[src/rtl/serial_rx_status_pkg.sv]
package serial_rx_status_pkg;
  localparam int unsigned NUM_FLAGS = 4;
  localparam int unsigned NUM_IRQ   = 3;

  typedef struct packed {
    logic udr;
    logic ovr;
    logic rxf;
    logic txe;
  } flags_t;
endpackage

[src/rtl/rx_hold_reg.sv]
module rx_hold_reg #(
  parameter int unsigned DATA_W = 16
) (
  input  logic              clk_i,
  input  logic              rst_ni,
  input  logic              rx_valid_i,
  input  logic [DATA_W-1:0] rx_word_i,
  input  logic              dr_rd_i,
  input  logic              sr_rd_i,
  output logic [DATA_W-1:0] data_o,
  output logic              rxf_o,
  output logic              ovr_o
);
  logic [DATA_W-1:0] data_q, data_d;
  logic rxf_q, rxf_d, ovr_q, ovr_d, armed_q, armed_d;
  logic rxf_eff;

  // buffer counts as free if it is being read this cycle
  assign rxf_eff = rxf_q && !dr_rd_i;

  always_comb begin
    data_d  = data_q;
    rxf_d   = rxf_q;
    ovr_d   = ovr_q;
    armed_d = armed_q;
    if (rx_valid_i && !ovr_q) begin
      if (rxf_eff) begin
        ovr_d   = 1'b1;
        armed_d = 1'b0;
      end else begin
        data_d = rx_word_i;
        rxf_d  = 1'b1;
      end
    end else if (dr_rd_i) begin
      rxf_d = 1'b0;
    end
    if (ovr_q) begin
      if (sr_rd_i && armed_q) begin
        ovr_d   = 1'b0;
        armed_d = 1'b0;
      end else if (dr_rd_i) begin
        armed_d = 1'b1;
      end
    end
  end

  always_ff @(posedge clk_i or negedge rst_ni) begin
    if (!rst_ni) begin
      data_q  <= '0;
      rxf_q   <= 1'b0;
      ovr_q   <= 1'b0;
      armed_q <= 1'b0;
    end else begin
      data_q  <= data_d;
      rxf_q   <= rxf_d;
      ovr_q   <= ovr_d;
      armed_q <= armed_d;
    end
  end

  assign data_o = data_q;
  assign rxf_o  = rxf_q;
  assign ovr_o  = ovr_q;
endmodule

[src/rtl/tx_flag_ctrl.sv]
module tx_flag_ctrl (
  input  logic clk_i,
  input  logic rst_ni,
  input  logic tx_load_i,
  input  logic tx_fetch_i,
  input  logic sr_rd_i,
  output logic txe_o,
  output logic udr_o
);
  logic txe_q, txe_d, udr_q, udr_d;

  always_comb begin
    txe_d = txe_q;
    udr_d = udr_q;
    if (tx_fetch_i && !txe_q) txe_d = 1'b1;
    if (tx_load_i)            txe_d = 1'b0;
    if (tx_fetch_i && txe_q)  udr_d = 1'b1;
    else if (sr_rd_i)         udr_d = 1'b0;
  end

  always_ff @(posedge clk_i or negedge rst_ni) begin
    if (!rst_ni) begin
      txe_q <= 1'b1;
      udr_q <= 1'b0;
    end else begin
      txe_q <= txe_d;
      udr_q <= udr_d;
    end
  end

  assign txe_o = txe_q;
  assign udr_o = udr_q;
endmodule

[src/rtl/irq_merge.sv]
module irq_merge #(
  parameter int unsigned N_SRC = 3
) (
  input  logic [N_SRC-1:0] src_i,
  input  logic [N_SRC-1:0] en_i,
  output logic             irq_o
);
  logic [N_SRC-1:0] gated;
  for (genvar g = 0; g < N_SRC; g++) begin : g_gate
    assign gated[g] = src_i[g] & en_i[g];
  end
  assign irq_o = |gated;
endmodule

[src/rtl/serial_rx_status.sv]
module serial_rx_status
  import serial_rx_status_pkg::*;
#(
  parameter int unsigned DATA_W = 16
) (
  input  logic              clk_i,
  input  logic              rst_ni,
  input  logic              rx_valid_i,
  input  logic [DATA_W-1:0] rx_word_i,
  input  logic              tx_load_i,
  input  logic              tx_fetch_i,
  input  logic              dr_rd_i,
  input  logic              sr_rd_i,
  input  logic              txe_en_i,
  input  logic              rxf_en_i,
  input  logic              err_en_i,
  output logic [DATA_W-1:0] rd_data_o,
  output logic [NUM_FLAGS-1:0] status_o,
  output logic              irq_o
);
  flags_t flags;

  rx_hold_reg #(.DATA_W(DATA_W)) i_rx (
    .clk_i, .rst_ni, .rx_valid_i, .rx_word_i, .dr_rd_i, .sr_rd_i,
    .data_o(rd_data_o), .rxf_o(flags.rxf), .ovr_o(flags.ovr)
  );

  tx_flag_ctrl i_tx (
    .clk_i, .rst_ni, .tx_load_i, .tx_fetch_i, .sr_rd_i,
    .txe_o(flags.txe), .udr_o(flags.udr)
  );

  irq_merge #(.N_SRC(NUM_IRQ)) i_irq (
    .src_i({flags.ovr | flags.udr, flags.rxf, flags.txe}),
    .en_i ({err_en_i, rxf_en_i, txe_en_i}),
    .irq_o
  );

  assign status_o = flags;
endmodule

[config.mk]
export PLATFORM = sky130hd
export DESIGN_NAME = serial_rx_status
export DESIGN_NICKNAME = d
export VERILOG_FILES = /design/src/rtl/serial_rx_status_pkg.sv /design/src/rtl/rx_hold_reg.sv /design/src/rtl/tx_flag_ctrl.sv /design/src/rtl/irq_merge.sv /design/src/rtl/serial_rx_status.sv
export SDC_FILE = /design/constraint.sdc
export NUM_CORES = 1
export LEC_CHECK = 0
export ABC_AREA = 1
export BUFFER_PORTS_ARGS = -buffer_cell sky130_fd_sc_hd__buf_2
export CORE_MARGIN = 2
export CORE_UTILIZATION = 43
export DETAILED_ROUTE_END_ITERATION = 8
export PLACE_DENSITY = 0.88
export SETUP_SLACK_MARGIN = 0.2
export SKIP_LAST_GASP = 1
export SYNTH_ARGS = -nofsm -noshare
export SYNTH_HDL_FRONTEND = slang
export SYNTH_SLANG_ARGS = --single-unit
[constraint.sdc]
create_clock -name clk_i -period 1.19 [get_ports clk_i]
set_input_delay 0.0595 -clock clk_i [delete_from_list [all_inputs] [get_ports clk_i]]
set_output_delay 0.0595 -clock clk_i [all_outputs]
set_load 0.05 [all_outputs]
==> results.cfg <==
[timing]
relSlewSlack = 0.700
min_period_over_period = 1.03
final-hold-violation-count = 0
tns_ns = -0.231
finalSetupViolations = 15
period_needed_ns = 1.22
max_slew.worst_pin.slew_ns = 0.449
hold_slack_ns = 0.000287
rsz0062_at_grt = yes
setup_slack_ns = -0.0329
maxSlewViolCount = 0
fmax_mhz = 818
finalClockSkew_ns = 0.00586

[placed_design]
io_buffers = 46
dpl.hpwl_um = 1460
dp_cells = 171
gp_congestion = 0.784

[route]
via_count = 1030
drc_errors = 0
postRouteAntennaNets = 0
viasPerCell = 5.00
dr.pass1.iters = 4
wl_per_cell_um = 14.5
drt_iter0_drc = 49
wl_um = 2980

[clock_tree]
cts_buffers = 3
cts_buffer_depth = 2
htree_num_levels = 1
clk_latency_ns = 0.30
path_clk_slew_ns = 0.11
cts_tree = built
cts-root-buf = clkbuf_4
cts.sink_count = 21

[logic_synthesis]
synth_area_per_cell_um2 = 8.87
synth-seq-area-share = 0.582
synth_nets = 128
ys.warnings.count = 0
synth.ff_latch_count = 21
ys_types = 15
syn-cell-area_um2 = 905
postSynthCellCount = 102

[setup_path]
critPathMaxStageDelay_ns = 0.44
r2r-end = i_rx.data_o[6]
crit_slowest_cell = dfrtp_2
cpMostUsedCell = buf_6
r2r_slack_ns = -0.03
end_kind = flop
path_max_fanout = 5
reg2reg_from = i_rx.ovr_o
cp.arrival_ns = 1.47
path_cells = buf_6 -> nor2_4 -> buf_12 -> buf_6 -> nand3_1 -> nand2_1
worst-setup-path-type = reg2reg
crit_required_ns = 1.44
worstSetupStartpointType = flop
rr_worst_depth = 6

[global_routing]
grt_util_all_layers = 0.201
grt_pass1_vias = 881
antenna_found_initial = 0
grt_max_degree = 22
grt_pass1_wl_um = 3820
grt.overflow.total = 0

[cells_and_area]
drive_above_1_share = 0.475
regArea_um2 = 529
layout.nets = 206
finalNonFillerCells = 206
final_util = 0.801
final.fill_count = 109
diodes = 0
syn_to_final_growth_pct = 75.5
multiInputGateArea_um2 = 349

[die]
start_util = 0.456
dieArea_mm2 = 0.00249
die_h_um = 49.9
fp.dieW_um = 49.9
core_mm2 = 0.00198
io_pins = 47
num_rows = 16

[outcome]
violations = negative setup slack
status = finished with violations

[run]
max-cap-violations = 0

[hold_path]
min_from = rx_word_i[4]
hp-class = in2reg
hold_path_end = i_rx.data_o[4]
min_path_cells = 3

[power_and_ir_drop]
p_per_area_mw_per_mm2 = 2900
power_w = 0.00460
p_leak_nw = 0.878
ir_worst_vdd_mv = 2.17
per-layer routing:
metal	global-route usage	wire length (um)	up-vias
met5	0	0	-
met4	0.0741	80	0
met3	0.0364	203	13
met2	0.349	1610	56
met1	0.247	1090	488
li1	-	-	473
final cells by class:
type	instances	share of cell area
timing repair buffer	78	0.392
multi-input combinational	69	0.220
inverter	7	0.0165
clock buffer	4	0.0165
sequential	21	0.333
tap	27	0.0213
worst max path at each step:
stage | end | slack (ns) | from
3_5_place_dp | irq_o | 0.17 | i_rx.ovr_o
2_1_floorplan | i_rx.data_o[10] | 0.13 | i_rx.ovr_o
5_1_grt | i_rx.data_o[6] | -0.11 | i_rx.ovr_o
6_report | i_rx.data_o[6] | -0.03 | i_rx.ovr_o
3_3_place_gp | i_rx.data_o[6] | 0.22 | i_rx.ovr_o
4_1_cts | irq_o | 0.003 | i_tx.txe_o
through the flow:
stage               cell area [um2]  setup WS [ns]
finish                         1590        -0.0329
global route                   1590         -0.110
CTS                            1320        0.00332
detailed placement             1140          0.165
global placement               1140          0.223
floorplan                       910          0.130
where the power goes:
| part | switching (W) | internal, W | total (W) |
|---|---|---|---|
| registers | 0.000238 | 0.00104 | 0.00128 |
| logic | 0.00187 | 0.00112 | 0.00299 |
| clock network | 0.000204 | 0.000131 | 0.000334 |
| total | 0.00231 | 0.00229 | 0.00460 |
cell usage after synthesis:
| library cell | instances | share of area |
|---|---|---|
| a21oi_1 | 2 | 0.011 |
| buf_4 | 5 | 0.041 |
| nand2_2 | 1 | 0.0069 |
| nand3_1 | 18 | 0.10 |
| nor2_1 | 1 | 0.0041 |
| inv_1 | 7 | 0.029 |
| buf_6 | 1 | 0.012 |
| o22ai_1 | 1 | 0.0069 |
| dfstp_2 | 1 | 0.029 |
| buf_2 | 1 | 0.0055 |
| o21ai_0 | 1 | 0.0055 |
| nor2_4 | 1 | 0.012 |
| dfrtp_1 | 20 | 0.55 |
| nand2_4 | 1 | 0.012 |
| nand2_1 | 41 | 0.17 |
timing repair:
item,CTS,global route
endpoints found under the hold margin,24,8
pin swaps,2,8
hold buffers,6,8
cloned,3,0
endpoints found under the setup margin,24,39
setup buffers,3,11
resized for setup,16,47
critical path, delay by kind of cell (launching register included):
family                 cells  cell delay, ns
buffers and inverters      3            0.38
AND/OR/NAND/NOR            3            0.35
flip-flops                 1            0.44
sequential cells by signal, summed over array words and instances, names as in the netlist:
register / cells
i_rx.ovr_o: 1
i_rx.rxf_o: 1
i_tx.txe_o: 1
i_rx.armed_q: 1
i_rx.data_o: 16
i_tx.udr_o: 1
logic make-up after synthesis:
| kind of cell | share of synthesized area |
|---|---|
| DFF | 0.582 |
| AOI/OAI and AO/OA | 0.0235 |
| buffers and inverters | 0.0885 |
| and+or+nand+nor | 0.306 |
cells in the final DEF (no fill, tap or decap):
cell	instances
nand2_1	35
buf_6	12
nand2_2	8
nand3_1	15
a21oi_1	2
buf_8	1
o21ai_2	1
nand3_2	3
buf_4	25
buf_12	1
inv_1	7
dfrtp_2	2
dfrtp_1	18
dlygate4sd3_1	14
nand2_4	2
nor2_4	1
o22ai_1	1
buf_2	25
clkbuf_4	3
dfstp_2	1
clkbuf_1	1
nor2_1	1
No activity file was read; power rests on OpenSTA's default activity.
